===== src/rtl/i2c_regwr_pkg.sv =====
package i2c_regwr_pkg;
  localparam int SUB_W   = 8;
  localparam int MAX_B   = 4;
  localparam int CNT_W   = $clog2(MAX_B + 1);
  localparam int VAL_W   = MAX_B * 8;

  typedef enum logic [1:0] {
    E_IDLE,
    E_RX,
    E_ACK,
    E_IGN
  } eng_state_t;

  // register width in bytes: low two subaddress bits plus one
  function automatic logic [CNT_W-1:0] reg_bytes(input logic [SUB_W-1:0] sub);
    reg_bytes = CNT_W'(sub[1:0]) + CNT_W'(1);
  endfunction
endpackage


===== src/rtl/i2c_bus_sync.sv =====
module i2c_bus_sync #(
  parameter int STAGES = 2
) (
  input  logic clk,
  input  logic rst,
  input  logic scl_i,
  input  logic sda_i,
  output logic scl_s,
  output logic scl_rise,
  output logic scl_fall,
  output logic start_det,
  output logic stop_det
);
  logic [STAGES-1:0] scl_pipe;
  logic [STAGES-1:0] sda_pipe;
  logic scl_prev, sda_prev;

  genvar g;
  generate
    for (g = 0; g < STAGES; g++) begin : g_sync
      always_ff @(posedge clk) begin
        if (rst) begin
          scl_pipe[g] <= 1'b1;
          sda_pipe[g] <= 1'b1;
        end else if (g == 0) begin
          scl_pipe[g] <= scl_i;
          sda_pipe[g] <= sda_i;
        end else begin
          scl_pipe[g] <= scl_pipe[g-1];
          sda_pipe[g] <= sda_pipe[g-1];
        end
      end
    end
  endgenerate

  always_ff @(posedge clk) begin
    if (rst) begin
      scl_prev <= 1'b1;
      sda_prev <= 1'b1;
    end else begin
      scl_prev <= scl_pipe[STAGES-1];
      sda_prev <= sda_pipe[STAGES-1];
    end
  end

  assign scl_s     = scl_pipe[STAGES-1];
  assign scl_rise  = scl_s & ~scl_prev;
  assign scl_fall  = ~scl_s & scl_prev;
  assign start_det = scl_s & scl_prev & sda_prev & ~sda_pipe[STAGES-1];
  assign stop_det  = scl_s & scl_prev & ~sda_prev & sda_pipe[STAGES-1];
endmodule


===== src/rtl/i2c_byte_engine.sv =====
module i2c_byte_engine
  import i2c_regwr_pkg::*;
#(
  parameter logic [6:0] DEV_ADDR = 7'h2D
) (
  input  logic       clk,
  input  logic       rst,
  input  logic       scl_s,
  input  logic       sda_s,
  input  logic       scl_rise,
  input  logic       scl_fall,
  input  logic       start_det,
  input  logic       stop_det,
  output logic       sda_pull,
  output logic       sub_ev,
  output logic       dat_ev,
  output logic [7:0] byte_q
);
  localparam int BIT_W = 3;

  eng_state_t       state;
  logic [BIT_W-1:0] bit_cnt;
  logic [1:0]       byte_idx;   // 0 device, 1 subaddress, 2 data
  logic [7:0]       shreg;
  logic             ack_pend;
  logic [7:0]       nxt;

  assign nxt = {shreg[6:0], sda_s};

  always_ff @(posedge clk) begin
    if (rst) begin
      state    <= E_IDLE;
      bit_cnt  <= '0;
      byte_idx <= '0;
      shreg    <= '0;
      byte_q   <= '0;
      ack_pend <= 1'b0;
      sda_pull <= 1'b0;
      sub_ev   <= 1'b0;
      dat_ev   <= 1'b0;
    end else begin
      sub_ev <= 1'b0;
      dat_ev <= 1'b0;
      if (start_det) begin
        state    <= E_RX;
        bit_cnt  <= '0;
        byte_idx <= '0;
        ack_pend <= 1'b0;
        sda_pull <= 1'b0;
      end else if (stop_det) begin
        state    <= E_IDLE;
        ack_pend <= 1'b0;
        sda_pull <= 1'b0;
      end else begin
        case (state)
          E_RX: begin
            if (scl_rise) begin
              shreg <= nxt;
              if (bit_cnt == BIT_W'(7)) begin
                bit_cnt <= '0;
                byte_q  <= nxt;
                if (byte_idx == 2'd0) begin
                  if (nxt == {DEV_ADDR, 1'b0}) ack_pend <= 1'b1;
                  else state <= E_IGN;
                end else begin
                  ack_pend <= 1'b1;
                  if (byte_idx == 2'd1) sub_ev <= 1'b1;
                  else dat_ev <= 1'b1;
                end
              end else begin
                bit_cnt <= bit_cnt + BIT_W'(1);
              end
            end else if (scl_fall && ack_pend) begin
              sda_pull <= 1'b1;
              ack_pend <= 1'b0;
              state    <= E_ACK;
            end
          end
          E_ACK: begin
            if (scl_fall) begin
              sda_pull <= 1'b0;
              state    <= E_RX;
              if (byte_idx != 2'd2) byte_idx <= byte_idx + 2'd1;
            end
          end
          default: ;
        endcase
      end
    end
  end

  // pull line may only move while SCL is low
  p_pull_scl_low_r11: assert property (@(posedge clk) disable iff (rst)
    (sda_pull != $past(sda_pull)) |-> !$past(scl_s));

  // ignored transactions stay silent
  p_ign_quiet_r3: assert property (@(posedge clk) disable iff (rst)
    (state == E_IGN) |-> !sda_pull);

  // no byte events while ignoring
  p_ign_no_event_r3: assert property (@(posedge clk) disable iff (rst)
    ($past(state) == E_IGN && !$past(start_det)) |-> !(sub_ev || dat_ev));
endmodule


===== src/rtl/i2c_reg_stage.sv =====
module i2c_reg_stage
  import i2c_regwr_pkg::*;
(
  input  logic             clk,
  input  logic             rst,
  input  logic             clr,
  input  logic             sub_ev,
  input  logic             dat_ev,
  input  logic [7:0]       byte_i,
  output logic             wr_en,
  output logic [SUB_W-1:0] wr_addr,
  output logic [VAL_W-1:0] wr_data
);
  logic [SUB_W-1:0] sub_q;
  logic [CNT_W-1:0] rem_q;
  logic [VAL_W-1:0] stage_q;
  logic             armed_q;
  logic [VAL_W-1:0] merged;

  assign merged = {stage_q[VAL_W-9:0], byte_i};

  always_ff @(posedge clk) begin
    if (rst) begin
      sub_q   <= '0;
      rem_q   <= '0;
      stage_q <= '0;
      armed_q <= 1'b0;
      wr_en   <= 1'b0;
      wr_addr <= '0;
      wr_data <= '0;
    end else begin
      wr_en <= 1'b0;
      if (clr) begin
        armed_q <= 1'b0;
        stage_q <= '0;
      end else if (sub_ev) begin
        sub_q   <= byte_i;
        rem_q   <= reg_bytes(byte_i);
        stage_q <= '0;
        armed_q <= 1'b1;
      end else if (dat_ev && armed_q) begin
        if (rem_q == CNT_W'(1)) begin
          wr_en   <= 1'b1;
          wr_addr <= sub_q;
          wr_data <= merged;
          sub_q   <= sub_q + SUB_W'(1);
          rem_q   <= reg_bytes(sub_q + SUB_W'(1));
          stage_q <= '0;
        end else begin
          rem_q   <= rem_q - CNT_W'(1);
          stage_q <= merged;
        end
      end
    end
  end

  p_single_strobe_r10: assert property (@(posedge clk) disable iff (rst)
    wr_en |=> !wr_en);

  p_next_sub_r6: assert property (@(posedge clk) disable iff (rst)
    wr_en |-> (sub_q == wr_addr + SUB_W'(1)));

  p_rem_range_r5: assert property (@(posedge clk) disable iff (rst)
    armed_q |-> (rem_q >= CNT_W'(1) && rem_q <= CNT_W'(MAX_B)));
endmodule


===== src/rtl/i2c_regwr_target.sv =====
module i2c_regwr_target
  import i2c_regwr_pkg::*;
#(
  parameter logic [6:0] DEV_ADDR    = 7'h2D,
  parameter int         SYNC_STAGES = 2
) (
  input  logic        clk,
  input  logic        rst,
  input  logic        scl_i,
  input  logic        sda_i,
  output logic        sda_pull_o,
  output logic        wr_en_o,
  output logic [7:0]  wr_addr_o,
  output logic [31:0] wr_data_o
);
  logic scl_s, scl_rise, scl_fall, start_det, stop_det;
  logic sda_s_raw;
  logic sub_ev, dat_ev;
  logic [7:0] byte_q;

  i2c_bus_sync #(.STAGES(SYNC_STAGES)) u_sync (
    .clk       (clk),
    .rst       (rst),
    .scl_i     (scl_i),
    .sda_i     (sda_i),
    .scl_s     (scl_s),
    .scl_rise  (scl_rise),
    .scl_fall  (scl_fall),
    .start_det (start_det),
    .stop_det  (stop_det)
  );

  // second sampled copy of SDA for the byte shifter
  logic [SYNC_STAGES-1:0] sda_pipe;
  always_ff @(posedge clk) begin
    if (rst) sda_pipe <= '1;
    else     sda_pipe <= {sda_pipe[SYNC_STAGES-2:0], sda_i};
  end
  assign sda_s_raw = sda_pipe[SYNC_STAGES-1];

  i2c_byte_engine #(.DEV_ADDR(DEV_ADDR)) u_eng (
    .clk       (clk),
    .rst       (rst),
    .scl_s     (scl_s),
    .sda_s     (sda_s_raw),
    .scl_rise  (scl_rise),
    .scl_fall  (scl_fall),
    .start_det (start_det),
    .stop_det  (stop_det),
    .sda_pull  (sda_pull_o),
    .sub_ev    (sub_ev),
    .dat_ev    (dat_ev),
    .byte_q    (byte_q)
  );

  i2c_reg_stage u_stage (
    .clk     (clk),
    .rst     (rst),
    .clr     (start_det | stop_det),
    .sub_ev  (sub_ev),
    .dat_ev  (dat_ev),
    .byte_i  (byte_q),
    .wr_en   (wr_en_o),
    .wr_addr (wr_addr_o),
    .wr_data (wr_data_o)
  );

  p_reset_idle_r1: assert property (@(posedge clk) disable iff (rst)
    $past(rst) |-> (!wr_en_o && !sda_pull_o));
endmodule


===== config.mk =====
export PLATFORM = sky130hd
export DESIGN_NAME = i2c_regwr_target
export DESIGN_NICKNAME = d
export VERILOG_FILES = /design/src/rtl/i2c_regwr_pkg.sv /design/src/rtl/i2c_bus_sync.sv /design/src/rtl/i2c_byte_engine.sv /design/src/rtl/i2c_reg_stage.sv /design/src/rtl/i2c_regwr_target.sv
export SDC_FILE = /design/constraint.sdc
export NUM_CORES = 1
export LEC_CHECK = 0
export ABC_AREA = 1
export BUFFER_PORTS_ARGS = -buffer_cell sky130_fd_sc_hd__buf_2
export CORE_MARGIN = 2
export CORE_UTILIZATION = 53
export CTS_CLUSTER_SIZE = 14
export DETAILED_ROUTE_END_ITERATION = 6
export PLACE_DENSITY = 0.78
export SLEW_MARGIN = 20
export SYNTH_ARGS = -nofsm -noshare
export SYNTH_HDL_FRONTEND = slang
export SYNTH_HIERARCHICAL = 1
export SYNTH_SLANG_ARGS = --single-unit

===== constraint.sdc =====
create_clock -name clk -period 1.6 [get_ports clk]
set_input_delay 0.16 -clock clk [delete_from_list [all_inputs] [get_ports clk]]
set_output_delay 0.16 -clock clk [all_outputs]
set_load 0.03 [all_outputs]

# Word-level counts from Yosys, hierarchy flattened
# Index checks and enable logic that the tools add are counted.
# word_totals
output_inout_bits	42
elab_cells	125
reg_bits	111
inputBits	4
# op_classes
n_eq_ne	21
add_sub_neg	6
n_mux	29
reduce_logical	25
bitwise	20
# ops
op	n
$mux 24	1
$mux 8	3
$reduce_and 4->1	5
$ne 5x4->1 const B	3
$mux 1	13
$mux 2	6
$mux 3	4
$not 1->1	12
$reduce_and 6->1	2
$ne 3x2->1 const B	3
$add 8x1->8 const B	1
$eq 8x7->1 const B	1
$reduce_bool 2->1	4
$and 1x1->1	7
$reduce_or 7->1	1
$add 2x1->3 const B	2
$ne 2x1->1 const B	3
$ne 3x3->1 const B	2
$reduce_and 3->1	2
$reduce_or 3->1	2
$ne 5x5->1 const B	1
$reduce_and 5->1	1
$eq 2x1->1 const B	2
$ne 2x2->1 const B	2
other kinds (16)	18

# Logic depth before layout (Yosys ltp)
# Gate-level depths: netlist of run 1.
# depth
ltp_word	8
ltp_mapped	12
mapped_depth_nobuf	10

# Modules after synthesis
# Netlist of run 1, hierarchy kept.
# by_module_without_submodules
module	area_per_inst_um2	n_inst	cells_per_inst
i2c_reg_stage	3017.9	1	399
i2c_byte_engine	1286.2	1	163
i2c_bus_sync	197.7	1	24
i2c_regwr_target	70.1	1	10

# Worst setup path before layout of run 1
# Ideal clock, no wire load.
# synth_timing
path_type	reg-to-reg
from	register u_sync.scl_prev
to	register u_stage.wr_data[30]
arrival_time_ns	1.669
synth_period_minus_slack_ns	1.785
stages_incl_launch_ff	12
required_ns	1.484
setup_ns	0.116
path_slack_ns	-0.185
path_buffers	2
cell_sequence	dfxtp_1 -> nand2_1 -> nor2_1 -> inv_1 -> nand2_1 -> nor2_1 -> nand3_2 -> inv_2 -> buf_4 -> buf_6 -> nor2_1 -> nor2_1
# synth_between
elab_chain_cells	6
elab_cells_between_ends	8
cone_classes	bitwise: 7; reduce/logical: 1
# synth_rtl
item	line	rtl
from (decl)	i2c_bus_sync.sv:16	logic scl_prev, sda_prev;
from (signal assigned)	i2c_bus_sync.sv:41	scl_prev <= scl_pipe[STAGES-1];
$and 1x1->1 (3 in series)	i2c_bus_sync.sv:49	assign start_det = scl_s & scl_prev & sda_prev & ~sda_pipe[STAGES-1];
net start_det	i2c_regwr_target.sv:16	logic scl_s, scl_rise, scl_fall, start_det, stop_det;
$or 1x1->1	i2c_regwr_target.sv:59	.clr (start_det | stop_det),
$not 1->1 (no source line)	-	
$reduce_and 4->1 (no source line)	-	
to (signal assigned)	i2c_reg_stage.sv:45	wr_data <= merged;
to (decl)	i2c_reg_stage.sv:12	output logic [VAL_W-1:0] wr_data
# The timed path passes the listed nets, and every way through them passes these cells.
# A chain may end at the register's enable or synchronous reset.

# Worst setup path after layout of run 1
# layout_timing
from	register u_sync.sda_pipe[1]
to	register u_stage.sub_q[0]
# layout_between
elab_chain_cells	5
elab_cells_between_ends	6
cone_classes	bitwise: 5; reduce/logical: 1
# layout_rtl
item	line	rtl
from (decl)	i2c_bus_sync.sv:15	logic [STAGES-1:0] sda_pipe;
from (signal, indexed assignment)	i2c_bus_sync.sv:27	sda_pipe[g] <= sda_i;
from (signal, indexed assignment)	i2c_bus_sync.sv:30	sda_pipe[g] <= sda_pipe[g-1];
$not 1->1	i2c_bus_sync.sv:49	
$and 1x1->1	i2c_bus_sync.sv:49	
net start_det	i2c_regwr_target.sv:16	
$or 1x1->1	i2c_regwr_target.sv:59	
$not 1->1 (no source line)	-	
$reduce_and 3->1 (no source line)	-	
to (signal assigned)	i2c_reg_stage.sv:37	sub_q <= byte_i;
to (signal assigned)	i2c_reg_stage.sv:46	sub_q <= sub_q + SUB_W'(1);
to (decl)	i2c_reg_stage.sv:14	logic [SUB_W-1:0] sub_q;
# The timed path passes the listed nets, and every way through them passes these cells.

==> reports/metrics.json, run 1 <==
{
  "finalClockSkew_ps": 13.9,
  "antenna_found_initial": 0,
  "dp_slack_ps": -26.8,
  "initial_cell_density_of_the_core_pct": 55.1,
  "worst-slew-pin-transition_ps": 414,
  "cts_root_buffer": "sky130_fd_sc_hd__clkbuf_8",
  "hold_viol": 0,
  "path_class": "flop to flop",
  "die-width_microns": 96.9,
  "timing.hold.worst_path_depth": 2,
  "timing.critical_path.mode_cell": "sky130_fd_sc_hd__nand2_2",
  "final-seq-area_sq_mm": 0.00223,
  "drt-total-wl_microns": 10100,
  "post-synth-top-count-cell": "sky130_fd_sc_hd__dfxtp_1",
  "layout_cells_sized_above_1_pct": 22.4,
  "diodes": 0,
  "cts.reportedPaths.clkPinSlew_ps": 110,
  "cts_inserted_buffers": 9,
  "data_required_time_at_the_worst_endpoint_ps": 1890,
  "clock.fmax_ghz": 0.636,
  "num_rows": 33,
  "port_buf_inserts": 45,
  "drt_first_pass_iters": 5,
  "finalWorstSetupSlack_ps": 27.6,
  "drt_iter0_markers": 172,
  "num_vias": 4025,
  "synthToLayoutAreaGrowth_pct": 18.7,
  "design.portCount": 46,
  "ir_drop_mv": 0.696,
  "worstSetupStartpointType": "flop",
  "max-slew-margin-rel_pct": 72.4,
  "synth_flop_cell": "sky130_fd_sc_hd__dfxtp_1",
  "nets": 677,
  "synth-async-reset-ratio_pct": 0,
  "hp-class": "input port to flop",
  "placeableCoreArea_sq_mm": 0.00830,
  "clock-sinks": 111,
  "synthesis.area_sq_mm": 0.00457,
  "cts.htree.levels": 3,
  "synth_area_per_cell_sq_um": 7.67,
  "detail_route.vias_per_cell": 5.22,
  "leakage_nw": 2.33,
  "crit_path_max_fanout": 6,
  "sequential_share_of_the_synthesized_area_pct": 48.6,
  "tritoncts": "built",
  "multi_input_comb_area_sq_mm": 0.00211,
  "reg2reg_to": "u_stage/sub_q[0]",
  "post_synth_inst_count": 596,
  "clock_latency_of_the_later_clocked_register_in_the_worst_skew_pair_ps": 370,
  "outcome": "finished clean",
  "edff_count_synth": 0,
  "crit_chain": "inv_1, nand2_2, nor2_4, inv_1, nand2_2, buf_4, a21oi_4, buf_6, nand2_2, a211oi_1",
  "worst-r2r-setup-slack_ps": 30,
  "routedWlPerCell_microns": 13.1,
  "powerDensity_mw_per_mm2": 921,
  "finalInstanceArea_sq_mm": 0.00543,
  "clockBufferDepth": 2,
  "ys_warn_count": 6,
  "hpwlAfterDp_microns": 6790,
  "die_area_sq_mm": 0.00938,
  "place.gp.congestion": 0.875,
  "drc": 0,
  "slew_violations": 0,
  "rsz_0062_raised_after_global_routing": "yes",
  "cpLargestDelayFamily": "compound AO/OA/AOI/OAI gates",
  "ranking_of_synthesized_cells_by_instance_count": "sky130_fd_sc_hd__dfxtp_1, sky130_fd_sc_hd__nand2_1, sky130_fd_sc_hd__nor2_1, sky130_fd_sc_hd__o21ai_0, sky130_fd_sc_hd__a21oi_1",
  "ys_ff_latch": 111,
  "min-delay-start": "rst",
  "period_share_pct": 98.3,
  "drtAntennaViolNets": 0,
  "setup_viol_count_final": 0,
  "post_dp_cell_area_sq_mm": 0.00501,
  "cp_slowest_stage_delay_ps": 350,
  "grt_first_pass_wirelength_microns": 16300,
  "postSynthNetCount": 612,
  "synth_cell_types": 32,
  "ff2ff_path_depth": 10,
  "height_of_the_die_microns": 96.9,
  "maxCapViolCount": 0,
  "grt_max_degree": 33,
  "r2r-start": "u_sync/sda_pipe[1]",
  "fraction_of_post_synthesis_cell_area_in_the_top_cell_type_by_area_pct": 48.6,
  "cp.buffers_inverters": 4,
  "yosys.area.top_type": "sky130_fd_sc_hd__dfxtp_1",
  "timing.critical_path.to_type": "flop",
  "globalRouteTotalUtil_pct": 20.7,
  "nFillCells": 695,
  "arrival_ps": 1860,
  "hold_end": "u_eng/shreg[3]",
  "grt_pass1_vias": 3584,
  "grt_overflow": 0,
  "finalCriticalPeriod_ps": 1570,
  "synth.area.top_cells": "sky130_fd_sc_hd__dfxtp_1, sky130_fd_sc_hd__nand2_1, sky130_fd_sc_hd__nor2_1",
  "slowest_stage": "sky130_fd_sc_hd__dfxtp_2"
}
where the power goes:
group          switching [mW]  internal [mW]  total [mW]
clock network            1.00          0.599        1.60
registers              0.0341           2.81        2.84
logic                   0.333          0.220       0.553
total                    1.37           3.63        4.99
repair_timing:
action                     in CTS  in global routing
setup endpoints to repair      21                 61
hold endpoints to repair        3                  0
buffers inserted                0                 12
resized for setup               3                 33
cloned                          0                  2
pin swaps                       0                  9
hold buffers                    2                  0
how the worst max path moves through the flow:
stage	startpoint	end	slack, ps	depth (start not counted)
2_1_floorplan	u_sync/scl_prev	u_stage/wr_data[30]	10	11
6_report	u_sync/sda_pipe[1]	u_stage/sub_q[0]	30	10
4_1_cts	u_sync/scl_s	u_eng/shreg[5]	-10	9
3_5_place_dp	u_sync/scl_s	u_eng/shreg[5]	-30	9
3_3_place_gp	u_sync/scl_prev	u_stage/wr_data[15]	40	9
5_1_grt	u_sync/sda_pipe[1]	u_stage/sub_q[3]	-60	11
flip-flops by register name, indices dropped and copies added, names as in the netlist, 2 cells and up:
signal           flops
sda_pipe             2
u_sync/sda_pipe      2
u_eng/state          2
u_stage/stage_q     24
u_eng/shreg          7
u_eng/byte_q         8
u_stage/sub_q        8
u_stage/rem_q        3
u_stage/wr_addr      8
u_eng/bit_cnt        3
u_eng/byte_idx       2
u_stage/wr_data     32
layout by cell type, fill, tap and decap left out, drive strengths merged:
| cell type | instances |
|---|---|
| nand2 | 118 |
| nor3 | 2 |
| xor2 | 2 |
| nand3 | 24 |
| dlygate4sd3 | 2 |
| clkinvlp | 3 |
| o21ai | 69 |
| inv | 58 |
| nor2 | 103 |
| a21oi | 67 |
| or2 | 5 |
| o211a | 1 |
| clkinv | 1 |
| a211oi | 2 |
| a31oi | 1 |
| ha | 12 |
| o21bai | 1 |
| buf | 75 |
| dfxtp | 111 |
| clkbuf | 9 |
kinds of logic after synthesis:
group	synth area share, %
AOI/OAI and AO/OA	16.7
xor gates and xnor gates	0.383
adders and majority gates	3.28
buffers and inverters	7.58
DFF	48.6
and+or+nand+nor	23.4
routing by layer:
metal | vias to the layer above | global-route usage, % | wire length (microns)
met4 | 0 | 7.58 | 205
met5 | - | 0 | 0
met3 | 19 | 3.32 | 431
li1 | 2044 | - | -
met1 | 1859 | 26.5 | 4540
met2 | 103 | 35.0 | 4940
metrics by stage:
stage / instances / total power, mW / TNS [ps] / hold slack (ps) / util (%)
after floorplan: 596 / 3.25 / 0 / 252 / -
after global placement: 739 / 3.35 / 0 / 341 / 60.4
after detailed placement: 739 / 3.37 / -77.1 / 343 / 60.4
after CTS: 757 / 4.95 / -9.70 / 128 / 63.0
after global routing: 771 / 5.21 / -460 / 146 / 65.4
final: 771 / 4.99 / 0 / 139 / 65.4
layout make-up:
type / count / area share (%)
inverters: 55 / 4.13
flip-flops and latches: 111 / 41.1
well taps: 105 / 2.42
repair buffers: 77 / 10.0
multi-input cells: 407 / 38.8
clock buffers: 9 / 2.28
clock inverters: 7 / 1.15
Power figures use the tool's default switching activity.
==> inputs of run 2 (changes only) <==
- HOLD_SLACK_MARGIN: unset -> 0.06
- SETUP_SLACK_MARGIN: unset -> 0.1
==> reports/metrics.json, run 2 (same netlist as run 1, synthesis figures left out) <==
{
  "cts.reportedPaths.clkPinSlew_ps": 110,
  "die_area_sq_mm": 0.00938,
  "nFillCells": 706,
  "drt_iter0_markers": 167,
  "num_rows": 33,
  "layout_common_cells": "sky130_fd_sc_hd__dfxtp_1, sky130_fd_sc_hd__nand2_1, sky130_fd_sc_hd__nor2_1",
  "num_vias": 4059,
  "outcome": "finished clean",
  "crit_path_max_fanout": 7,
  "design_power_total_mw": 5.10,
  "design.portCount": 46,
  "cts.htree.levels": 3,
  "grt_overflow": 0,
  "clock_latency_of_the_later_clocked_register_in_the_worst_skew_pair_ps": 380,
  "data_required_time_at_the_worst_endpoint_ps": 1930,
  "post_dp_cell_area_sq_mm": 0.00500,
  "layout.cells.most_common": "sky130_fd_sc_hd__dfxtp_1",
  "globalRouteTotalUtil_pct": 21.3,
  "placeableCoreArea_sq_mm": 0.00830,
  "grt_pass1_vias": 3610,
  "clock-sinks": 111,
  "drt_first_pass_iters": 5,
  "synthToLayoutAreaGrowth_pct": 20.3,
  "leakage_nw": 2.34,
  "clock.fmax_ghz": 0.646,
  "grt_first_pass_wirelength_microns": 16700,
  "initial_cell_density_of_the_core_pct": 55.1,
  "path_class": "flop to flop",
  "ir_drop_mv": 0.664,
  "largest_register_ffs": 32,
  "finalClockSkew_ps": 15.8,
  "hpwlAfterDp_microns": 6820,
  "worstSetupStartpointType": "flop",
  "grt_max_degree": 31,
  "finalCriticalPeriod_ps": 1550,
  "final-seq-area_sq_mm": 0.00223,
  "maxCapViolCount": 0,
  "antenna_found_initial": 0,
  "rsz_0062_raised_after_global_routing": "yes",
  "routedWlPerCell_microns": 13.5,
  "hp-class": "input port to flop",
  "cts_inserted_buffers": 9,
  "tritoncts": "built",
  "layout_cells_sized_above_1_pct": 24.5,
  "place.gp.congestion": 0.924,
  "drtAntennaViolNets": 0,
  "drt-total-wl_microns": 10400,
  "max_flop_register": "u_stage/wr_data",
  "period_share_pct": 96.7,
  "multi_input_comb_area_sq_mm": 0.00215,
  "powerDensity_mw_per_mm2": 928,
  "max-slew-margin-rel_pct": 64.7,
  "drc": 0,
  "setup_viol_count_final": 0,
  "port_buf_inserts": 45,
  "arrival_ps": 1870,
  "timing.critical_path.to_type": "flop",
  "worst-slew-pin-transition_ps": 530,
  "die-width_microns": 96.9,
  "detail_route.vias_per_cell": 5.27,
  "slew_violations": 0,
  "finalInstanceArea_sq_mm": 0.00550,
  "height_of_the_die_microns": 96.9,
  "fin_util_pct": 66.3,
  "cts_root_buffer": "sky130_fd_sc_hd__clkbuf_8",
  "setup_tns_ps": 0,
  "nets": 676,
  "hold_viol": 0,
  "layout_top_registers": "u_stage/wr_data (32), u_stage/stage_q (24)",
  "clockBufferDepth": 2,
  "diodes": 0
}
[run 2: cell count changes in the layout (fill, tap and decap cells not counted), sizes merged]
cell / previous run / this run
clkinv: 1 / 3
clkinvlp: 3 / 0
buf: 75 / 74
inv: 58 / 59
[run 2: layout make-up]
cell class	instances	share of cell area, %
clock buffer	9	2.25
clock inverter	7	1.48
inverter	55	4.21
multi-input combinational	407	39.2
sequential	111	40.6
tap	105	2.39
timing repair buffer	76	9.90
[run 2: path summary, 6_finish.rpt]
path | from | endpoint | slack (ps) | cells after the start
setup / recovery | u_sync/sda_pipe[1] | u_stage/sub_q[7] | 50 | 11
hold / removal | rst | u_eng/shreg[3] | 120 | 2
setup reg to reg | u_sync/sda_pipe[1] | u_stage/sub_q[7] | 50 | 11
hold reg to reg | sda_pipe[0] | sda_pipe[1] | 410 | 2
[run 2: metal layers]
metal / global-route usage, % / part of all wire, % / vias up
li1: - / - / 2043
met2: 36.4 / 50 / 102
met5: 0 / 0 / -
met1: 27.3 / 45 / 1894
met4: 7.37 / 1.9 / 0
met3: 3.40 / 3.5 / 20
[run 2: power by group]
group          switching, mW  internal (mW)
clock                   1.07          0.632
sequential            0.0368           2.81
combinational          0.335          0.226
[run 2: timing repair]
item                                    4_1_cts  5_1_grt
hold buffers                                  2        0
setup buffers                                 2       12
hold endpoints to repair                      3        0
pin swaps                                     5       15
gates cloned                                  0        2
endpoints found under the setup margin       55       68
gates resized for setup                       9       62
[run 2: worst max-delay path, stage by stage (launching register included)]
cell,delay [ps]
sky130_fd_sc_hd__dfxtp_2,370
sky130_fd_sc_hd__inv_2,50
sky130_fd_sc_hd__nand2_2,80
sky130_fd_sc_hd__nor2_4,40
sky130_fd_sc_hd__inv_2,60
sky130_fd_sc_hd__nand2_4,60
sky130_fd_sc_hd__buf_6,120
sky130_fd_sc_hd__a21oi_4,240
sky130_fd_sc_hd__nand2_4,150
sky130_fd_sc_hd__nor2_2,140
sky130_fd_sc_hd__nand2_1,70
sky130_fd_sc_hd__a21oi_2,120
[run 2: stage by stage]
step	hold WS (ps)	instances	setup WS [ps]
global route	132	770	-0.266
finish	119	770	52.4
CTS	131	756	100
global placement	339	736	64.4
detailed placement	342	736	-61.8
floorplan	252	596	106
